## config.mk

```make
export PLATFORM = sky130hd
export DESIGN_NAME = gis_sense_unit
export DESIGN_NICKNAME = d
export VERILOG_FILES = /design/src/rtl/gis_pkg.sv /design/src/rtl/gis_field_decode.sv /design/src/rtl/gis_edge_det.sv /design/src/rtl/gis_event_bank.sv /design/src/rtl/gis_sense_unit.sv
export SDC_FILE = /design/constraint.sdc
export NUM_CORES = 1
export LEC_CHECK = 0
export BUFFER_PORTS_ARGS = -buffer_cell sky130_fd_sc_hd__buf_2
export CORE_ASPECT_RATIO = 1.4
export CORE_MARGIN = 1
export CORE_UTILIZATION = 60
export DETAILED_ROUTE_END_ITERATION = 7
export GPL_TIMING_DRIVEN = 0
export PLACE_DENSITY = 0.95
export SYNTH_ARGS = -nofsm -noshare
export SYNTH_HDL_FRONTEND = slang
export SYNTH_SLANG_ARGS = --single-unit
```

## constraint.sdc

```tcl
create_clock -name clk -period 2.98 [get_ports clk]
set_input_delay 0.149 -clock clk [delete_from_list [all_inputs] [get_ports clk]]
set_output_delay 0.149 -clock clk [all_outputs]
set_load 0.02 [all_outputs]
```

## src/rtl/gis_pkg.sv

```systemverilog
package gis_pkg;

  typedef enum logic [1:0] {
    SNS_BOTH = 2'b00,
    SNS_RISE = 2'b01,
    SNS_FALL = 2'b10,
    SNS_NONE = 2'b11
  } sense_e;

  localparam int OFS_EVENT  = 'h0C;
  localparam int OFS_MASK   = 'h10;
  localparam int OFS_SNS_LO = 'h14;
  localparam int OFS_SNS_HI = 'h18;

endpackage

```

## src/rtl/gis_field_decode.sv

```systemverilog
// Pulls the two-bit sense code of every pin out of the two configuration words.
module gis_field_decode #(
  parameter int PINS    = 32,
  parameter int FIELD_W = 2
) (
  input  logic [PINS-1:0]              cfg_lo,
  input  logic [PINS-1:0]              cfg_hi,
  output logic [PINS-1:0][FIELD_W-1:0] mode
);
  localparam int HALF = PINS / 2;

  for (genvar i = 0; i < PINS; i++) begin : g_pin
    if (i < HALF) begin : g_lo
      // lower pin numbers sit in the upper bit pairs
      assign mode[i] = cfg_lo[FIELD_W*(HALF-1-i) +: FIELD_W];
    end else begin : g_hi
      assign mode[i] = cfg_hi[FIELD_W*(HALF-1-(i-HALF)) +: FIELD_W];
    end
  end
endmodule

```

## src/rtl/gis_edge_det.sv

```systemverilog
// Compares each pin with its previous sample and qualifies the change by its sense code.
module gis_edge_det
  import gis_pkg::*;
#(
  parameter int PINS = 32
) (
  input  logic                   clk,
  input  logic                   rst,
  input  logic [PINS-1:0]        pin_i,
  input  logic [PINS-1:0][1:0]   mode,
  output logic [PINS-1:0]        det
);
  logic [PINS-1:0] pin_q;
  logic            base_vld;
  logic [PINS-1:0] rise;
  logic [PINS-1:0] fall;

  always_ff @(posedge clk) begin
    if (rst) begin
      pin_q    <= '0;
      base_vld <= 1'b0;
    end else begin
      pin_q    <= pin_i;
      base_vld <= 1'b1;
    end
  end

  assign rise = pin_i & ~pin_q & {PINS{base_vld}};
  assign fall = ~pin_i & pin_q & {PINS{base_vld}};

  for (genvar i = 0; i < PINS; i++) begin : g_det
    always_comb begin
      case (sense_e'(mode[i]))
        SNS_BOTH: det[i] = rise[i] | fall[i];
        SNS_RISE: det[i] = rise[i];
        SNS_FALL: det[i] = fall[i];
        default:  det[i] = 1'b0;
      endcase
    end

    // reserved code never reports a change
    a_r5_reserved_silent: assert property (@(posedge clk) disable iff (rst)
      (mode[i] == 2'b11) |-> !det[i]);
    // rising-only reports only while the pin is high
    a_r4_rise_only: assert property (@(posedge clk) disable iff (rst)
      ((mode[i] == 2'b01) && det[i]) |-> pin_i[i]);
    // falling-only reports only while the pin is low
    a_r4_fall_only: assert property (@(posedge clk) disable iff (rst)
      ((mode[i] == 2'b10) && det[i]) |-> !pin_i[i]);
    // any-change mode reports when the pin differs from last cycle
    a_r3_both_edges: assert property (@(posedge clk) disable iff (rst)
      ((mode[i] == 2'b00) && base_vld && (pin_i[i] != pin_q[i])) |-> det[i]);
  end
endmodule

```

## src/rtl/gis_event_bank.sv

```systemverilog
// Pending events with write-one-to-clear, the mask and the combined interrupt.
module gis_event_bank #(
  parameter int PINS = 32
) (
  input  logic            clk,
  input  logic            rst,
  input  logic [PINS-1:0] set,
  input  logic            clr_en,
  input  logic [PINS-1:0] clr,
  input  logic            mask_we,
  input  logic [PINS-1:0] mask_wdata,
  output logic [PINS-1:0] ev_q,
  output logic [PINS-1:0] mask_q,
  output logic            irq_q
);
  logic [PINS-1:0] ev_d;
  logic [PINS-1:0] mask_d;

  always_comb begin
    ev_d   = (ev_q & ~(clr_en ? clr : '0)) | set;
    mask_d = mask_we ? mask_wdata : mask_q;
  end

  always_ff @(posedge clk) begin
    if (rst) begin
      ev_q   <= '0;
      mask_q <= '0;
      irq_q  <= 1'b0;
    end else begin
      ev_q   <= ev_d;
      mask_q <= mask_d;
      irq_q  <= |(ev_d & mask_d);
    end
  end

  // the interrupt line mirrors the masked pending bits
  a_r8_irq_tracks: assert property (@(posedge clk) disable iff (rst)
    irq_q == |(ev_q & mask_q));
  // without a clear, no pending bit is lost
  a_r11_event_held: assert property (@(posedge clk) disable iff (rst)
    !clr_en |=> ((ev_q & $past(ev_q)) == $past(ev_q)));
  // cleared bits with no new change go to zero
  a_r7_clear_takes: assert property (@(posedge clk) disable iff (rst)
    (clr_en && ((clr & set) == '0)) |=> ((ev_q & $past(clr)) == '0));
  // a change in the clear cycle survives
  a_r7_set_wins: assert property (@(posedge clk) disable iff (rst)
    (set != '0) |=> ((ev_q & $past(set)) == $past(set)));
endmodule

```

## src/rtl/gis_sense_unit.sv

```systemverilog
module gis_sense_unit
  import gis_pkg::*;
#(
  parameter int PINS   = 32,
  parameter int ADDR_W = 5
) (
  input  logic              clk,
  input  logic              rst,
  input  logic [PINS-1:0]   pin_i,
  input  logic              wr_en,
  input  logic [ADDR_W-1:0] addr,
  input  logic [PINS-1:0]   wdata,
  output logic [PINS-1:0]   rdata,
  output logic [PINS-1:0]   event_o,
  output logic              irq_o
);
  localparam logic [ADDR_W-1:0] A_EVENT  = ADDR_W'(OFS_EVENT);
  localparam logic [ADDR_W-1:0] A_MASK   = ADDR_W'(OFS_MASK);
  localparam logic [ADDR_W-1:0] A_SNS_LO = ADDR_W'(OFS_SNS_LO);
  localparam logic [ADDR_W-1:0] A_SNS_HI = ADDR_W'(OFS_SNS_HI);

  logic [PINS-1:0]        cfg_lo_q;
  logic [PINS-1:0]        cfg_hi_q;
  logic [PINS-1:0][1:0]   mode;
  logic [PINS-1:0]        det;
  logic [PINS-1:0]        det_reg;
  logic [PINS-1:0]        ev_q;
  logic [PINS-1:0]        mask_q;
  logic                   irq_q;
  logic [PINS-1:0]        rdata_q;
  logic                   clr_en;
  logic                   mask_we;

  assign clr_en  = wr_en && (addr == A_EVENT);
  assign mask_we = wr_en && (addr == A_MASK);

  always_ff @(posedge clk) begin
    if (rst) begin
      cfg_lo_q <= '0;
      cfg_hi_q <= '0;
    end else if (wr_en) begin
      if (addr == A_SNS_LO) cfg_lo_q <= wdata;
      if (addr == A_SNS_HI) cfg_hi_q <= wdata;
    end
  end

  gis_field_decode #(.PINS(PINS), .FIELD_W(2)) u_decode (
    .cfg_lo (cfg_lo_q),
    .cfg_hi (cfg_hi_q),
    .mode   (mode)
  );

  gis_edge_det #(.PINS(PINS)) u_edge (
    .clk   (clk),
    .rst   (rst),
    .pin_i (pin_i),
    .mode  (mode),
    .det   (det)
  );

  // pin n lands on register bit PINS-1-n
  for (genvar i = 0; i < PINS; i++) begin : g_rev
    assign det_reg[PINS-1-i] = det[i];
  end

  gis_event_bank #(.PINS(PINS)) u_bank (
    .clk        (clk),
    .rst        (rst),
    .set        (det_reg),
    .clr_en     (clr_en),
    .clr        (wdata),
    .mask_we    (mask_we),
    .mask_wdata (wdata),
    .ev_q       (ev_q),
    .mask_q     (mask_q),
    .irq_q      (irq_q)
  );

  always_ff @(posedge clk) begin
    if (rst) begin
      rdata_q <= '0;
    end else begin
      case (addr)
        A_EVENT:  rdata_q <= ev_q;
        A_MASK:   rdata_q <= mask_q;
        A_SNS_LO: rdata_q <= cfg_lo_q;
        A_SNS_HI: rdata_q <= cfg_hi_q;
        default:  rdata_q <= '0;
      endcase
    end
  end

  assign rdata   = rdata_q;
  assign event_o = ev_q;
  assign irq_o   = irq_q;

  // a sense word holds what was written to it
  a_r9_lo_written: assert property (@(posedge clk) disable iff (rst)
    (wr_en && (addr == A_SNS_LO)) |=> (cfg_lo_q == $past(wdata)));
  a_r9_hi_written: assert property (@(posedge clk) disable iff (rst)
    (wr_en && (addr == A_SNS_HI)) |=> (cfg_hi_q == $past(wdata)));
  // reset leaves everything at zero
  a_r1_reset_clear: assert property (@(posedge clk)
    $past(rst) |-> ((event_o == '0) && !irq_o));
endmodule

```

# --- After elaboration in Yosys (flattened, before gate mapping) ---
# Cells that the tools add are included.
word_totals:
  reg_bits: 194
  latchBits: 0
  ram_bits: 0
  rom_bits: 0
  inputBits: 72
  out_inout_bits: 65
  elab_cells: 191
  n_memories: 0
classes:
  n_addsub: 0
  mul: 0
  div: 0
  n_lt_le_gt_ge: 0
  eq_ne: 68
  shift: 0
  n_mux: 36
  bitwise: 42
  n_reduce_logical: 37
op_table:
  columns: ["op", "n"]
  rows:
  - ["32-bit AND", 6]
  - ["32-bit one-hot mux with 4 select lines", 1]
  - ["32-bit NOT", 3]
  - ["1-bit one-hot mux with 3 select lines", 32]
  - ["2-bit by 1-bit == test with 1-bit output (second input constant)", 32]
  - ["2-bit == test (second input constant)", 32]
  - ["2-bit logical NOT", 32]
  - ["32-bit two-way mux", 2]
  - ["1-bit OR", 32]
  - ["32-bit OR", 1]
  - ["32-bit OR reduction", 1]
  - ["5-bit == test (second input constant)", 3]
  - ["5-bit by 4-bit == test with 1-bit output (second input constant)", 1]
  - ["2-bit AND reduction", 2]
  - ["1-bit logical AND", 2]
  - ["1-bit two-way mux", 1]

# --- Longest topological paths before layout ---
logic_depth:
  word_depth: 8
  depth_mapped: 8
  ltp_nobuf: 6

# --- Hierarchy ---
# From an unflattened synthesis, not the netlist that was laid out.
hier_totals:
  hier_cells: 1015
  hier_area_um2: 9510.4
modules_own_cells:
  columns: ["mod", "instances", "cells_per_inst", "area_per_inst_um2", "seq_area_each_um2"]
  rows:
  - ["gis_sense_unit", 1, 520, 4903.5, 1921.8]
  - ["gis_event_bank", 1, 260, 2429.8, 1301.2]
  - ["gis_edge_det", 1, 171, 1696.6, 660.6]
  - ["gis_field_decode", 1, 64, 480.5, 0.0]

# --- Worst setup path before layout ---
# No wires, ideal clock.
synth_timing:
  path_type: "input to register"
  start: "input port addr[2]"
  end: "register u_bank.irq_q"
  setup_ps: 138
  arrival_time_ps: 1752
  t_required_ps: 2842
  path_slack_ps: 1090
  stages: 7
  n_path_buf: 1
  path_cell_list: "or4b_1 -> clkbuf_1 -> o21ai_0 -> a22oi_1 -> a2111oi_1 -> o2111a_1 -> a41oi_1"
synth_between:
  elab_chain_cells: 8
  elab_cells_between_ends: 11
  classes_between: "eq/ne: 2; mux: 2; bitwise: 4; reduce/logical: 3"
synth_rtl:
  columns: ["element", "line", "text"]
  rows:
  - ["from (decl)", "gis_sense_unit.sv:11", "input logic [ADDR_W-1:0] addr,"]
  - ["5-bit by 4-bit == test with 1-bit output", "gis_sense_unit.sv:34", "assign clr_en = wr_en && (addr == A_EVENT);"]
  - ["1-bit logical AND", "gis_sense_unit.sv:34", null]
  - ["32-bit two-way mux", "gis_event_bank.sv:20", "ev_d = (ev_q & ~(clr_en ? clr : '0)) | set;"]
  - ["32-bit NOT", "gis_event_bank.sv:20", null]
  - ["32-bit AND", "gis_event_bank.sv:20", null]
  - ["32-bit OR", "gis_event_bank.sv:20", null]
  - ["32-bit AND *", "gis_event_bank.sv:32", "irq_q <= |(ev_d & mask_d);"]
  - ["32-bit OR reduction *", "gis_event_bank.sv:32", null]
  - ["to (signal assigned)", "gis_event_bank.sv:32", null]
  - ["to (decl)", "gis_event_bank.sv:14", "output logic irq_q"]
# Mark *: on every way between the ends. The rest lies on a longest branch, timed or not.
# A chain may end at the register's enable or synchronous reset.

# --- Final worst setup path ---
# Same ends and word-level chain as after synthesis.

==> metrics.yaml <==
outcome:
  status: "finished, violations left"
  violations: "DRC, hold timing"
critical_path:
  r2r-end: "u_bank.irq_q$_SDFF_PP0_"
  r2r_start: "u_edge.base_vld$_DFF_P_"
  critPathCaptureType: "flip-flop"
  cp-start-kind: "input pin"
  critPathSlowestCell: "clkbuf_1"
  r2r_cells: 6
  crit_path_start: "addr[2]"
  critical_path.most_common_cell: "clkbuf_1"
  critPathMaxFanout: 10
  crit_type: "input pin to flip-flop"
  cpLargestDelayFamily: "buffers and inverters"
  max_stage_delay_ps: 600
  reg2reg_slack_ps: 470
  required_ps: 3250
  worstPathArrival_ps: 2830
  worstPathBufferInverterCount: 3
  path_cells: "buf_2 > nor2b_1 > clkbuf_1 > clkbuf_1 > nand3_1 > a22oi_1 > nor2_1 > nor4_2 > a41oi_1"
logic_synthesis:
  synthDistinctLibCells: 37
  muxShareOfSynthArea_pct: 6.47
  syn_area_mm2: 0.00799
  synth_flop_cell: "dfxtp_1"
  syn_inst: 931
  synth_top_family_by_area: "simple AND/OR/NAND/NOR gates"
  avgSynthCellArea_um2: 8.58
  yosysWarnings: 0
  synth_xor_xnor_area_share_pct: 0
  ys_seq_elements: 194
  ys_async_sr_fraction_pct: 0
  syn_nets: 1003
  ys_seq_area_share_pct: 48.6
  synth-simple-area-share_pct: 23.8
  synthAdderAreaFrac_pct: 0
  synth_compound_area_share_pct: 17.4
  synth_edf_count: 0
floorplan:
  dieHeight_um: 139
  die_width_um: 99.5
  core_area_mm2: 0.0129
  start_util_pct: 61.7
  num_rows: 49
  boundaryPins: 137
  dieArea_mm2: 0.0138
detailed_routing:
  via_per_inst: 6.59
  first_pass_iters: 8
  routedWlPerCell_um: 23.0
  totalWireLength_um: 30500
  drt-initial-drc-count: 1075
  final_antenna_net_count: 0
  drc_errors: 10
  num_vias: 8718
sta:
  slew_viol_final: 0
  relSlewSlack_pct: 31.9
  worst_pin_slew_ps: 1020
  hold_violations: 2
  finalCritPeriodShare_pct: 85.9
  fmax_ghz: 0.391
  rsz0062_at_grt: "no"
  setup_viol: 0
  finalWorstSetupSlack_ps: 421
  clock_skew_ps: 7.67
  whs_ps: -3.15
  fin_crit_ps: 2560
global_routing:
  overflow: 0
  grt_util_met3_pct: 14.3
  grt_antenna_before_repair: 0
  grt_pass1_wl_um: 46700
  grt_max_degree: 17
  grtUsageMet1_pct: 47.1
  grt-busiest-layer: "met2"
  grt_util_met2_pct: 72.9
  grt_usage_pct: 45.2
  grt_pass1_vias: 8693
flow_run:
  maxCapViolations: 0
clock_tree:
  htree_levels: 4
  clkSinkCount: 194
  cts_tree: "yes"
  clk_latency_ps: 440
  cts_buffer_depth: 2
  clk_pin_slew_worst_paths_ps: 70
  post_cts_buffers: 0
  cts-root-buf: "clkbuf_16"
  cts_buffers: 17
placed_design:
  dp_slack_ps: -27.1
  place_area_mm2: 0.00888
  portBuffers: 135
  gp_congestion: 0.997
  detailed_place_hpwl_um: 19700
hold_path:
  whs_endpoint: "cfg_lo_q[31]$_SDFFE_PP0P_"
  hold_path_class: "input pin to flip-flop"
  min_from: "wdata[31]"
  hold_path_depth: 3
final_layout:
  area_growth_pct: 24.7
  finalInstanceArea_mm2: 0.00996
  num-nets-final: 1202
  drive_above_1_share_pct: 15.6
power_and_ir_drop:
  p_per_area_mw_per_mm2: 576
  ir_worst_vdd_uv: 396
  p_leak_uw: 0.00400
==> synthesized netlist by cell type (2+ instances only) <==
library cell / count / area [um^2]
buf_2: 3 / 15.0
nor2b_1: 34 / 213
o22ai_1: 5 / 31.3
a221oi_1: 32 / 280
and2_1: 18 / 113
nor2_1: 101 / 379
o31ai_1: 14 / 105
mux2_2: 5 / 56.3
a21oi_1: 94 / 470
and3_1: 2 / 12.5
dfxtp_1: 194 / 3880
clkbuf_1: 59 / 221
o21ai_0: 36 / 180
a22o_1: 5 / 43.8
nand2_1: 139 / 522
mux2i_1: 46 / 460
nor3b_1: 54 / 405
nand2b_1: 3 / 18.8
a21o_1: 9 / 67.6
a22oi_1: 15 / 113
buf_1: 2 / 7.51
o21a_1: 8 / 60.1
nand3_1: 26 / 130
inv_1: 14 / 52.6
==> how the worst max path moves through the flow <==
stage                                   end  cells after the start
floorplan           u_bank.irq_q$_SDFF_PP0_                      7
global placement       rdata[22]$_SDFF_PP0_                      7
detailed placement     rdata[30]$_SDFF_PP0_                      7
CTS                    rdata[30]$_SDFF_PP0_                      7
global route        u_bank.irq_q$_SDFF_PP0_                      9
finish              u_bank.irq_q$_SDFF_PP0_                      9
==> logic make-up (layout without fill, tap and decap cells) <==
logic type,count (synthesis),count (layout)
and+or+nand+nor,386,386
AOI/OAI and AO/OA,222,222
DFF,194,194
buffers and inverters,78,290
muxes,51,51
other,0,1
==> layer usage <==
layer | routed length [um] | vias up
met3 | 3710 | 270
met1 | 9680 | 4007
li1 | - | 3633
met2 | 14000 | 808
met4 | 3090 | 0
met5 | 0 | -
==> report_power, final <==
part	internal, uW	leakage [uW]	switching [uW]
Combinational	213	0.00211	357
Sequential	2660	0.00158	66.9
Clock	1390	0.000308	1050
==> flip-flops by register name (all words and copies together) (netlist names) <==
signal,count
u_edge.base_vld,1
u_bank.mask_q,32
cfg_hi_q,32
u_edge.pin_q,32
cfg_lo_q,32
rdata,32
u_bank.irq_q,1
u_bank.ev_q,32
==> worst register-to-register path: cells and delay by family, from the launching register on <==
| family | cells | cell delay, ps |
|---|---|---|
| AO/OA/AOI/OAI | 4 | 1200 |
| buffers and inverters | 1 | 720 |
| flip-flops | 1 | 450 |
| AND/OR/NAND/NOR | 1 | 40 |
==> cell type report <==
cell class,instances,area [um^2]
Inverter,14,52.6
Sequential cell,194,3880
Tap cell,178,223
Clock buffer,21,470
Timing Repair Buffer,180,1130
Antenna cell,1,2.50
Clock inverter,11,149
Multi-Input combinational cell,659,3810
Fill cell,846,2970
Buffer,64,244
==> what timing repair did <==
item                                    in CTS  in global routing
endpoints found under the hold margin       56                  0
hold buffers                                45                  0
resized for setup                            0                  0
endpoints found under the setup margin       0                  0
==> placed cells by master, fill, tap and decap left out, types with 2 or more instances in the layout <==
cell,synthesis,routed
a21o_1,9,9
and3_1,2,2
mux2i_1,46,46
nand2b_1,3,3
o21ai_0,36,36
nand3_1,26,26
buf_1,2,2
nand2_1,139,139
buf_2,3,138
clkinv_4,0,3
nor2_1,101,101
clkbuf_16,0,17
and2_1,18,18
mux2_2,5,5
bufinv_16,0,3
dlygate4sd3_1,0,45
o31ai_1,14,13
inv_1,14,14
a21oi_1,94,94
clkbuf_1,59,60
o22ai_1,5,5
a22o_1,5,5
inv_6,0,2
dfxtp_1,194,194
o21a_1,8,8
clkinv_2,0,3
nor2b_1,34,34
nor3b_1,54,54
a221oi_1,32,32
a22oi_1,15,15
clkbuf_8,0,3
==> stage by stage <==
step | TNS, ps | hold slack (ps) | total power [uW] | utilization, % | instances
final | 0 | -3.15 | 5740 | 77.0 | 1322
after global routing | 0 | 3.33 | 5810 | 77.0 | 1321
after CTS | 0 | 1.28 | 5640 | 77.0 | 1321
after detailed placement | -50.6 | 390 | 3260 | 68.7 | 1244
after global placement | 0 | 383 | 3250 | 68.7 | 1244
after floorplan | 0 | 277 | 3030 | - | 931
(Power assumes the default switching activity.)
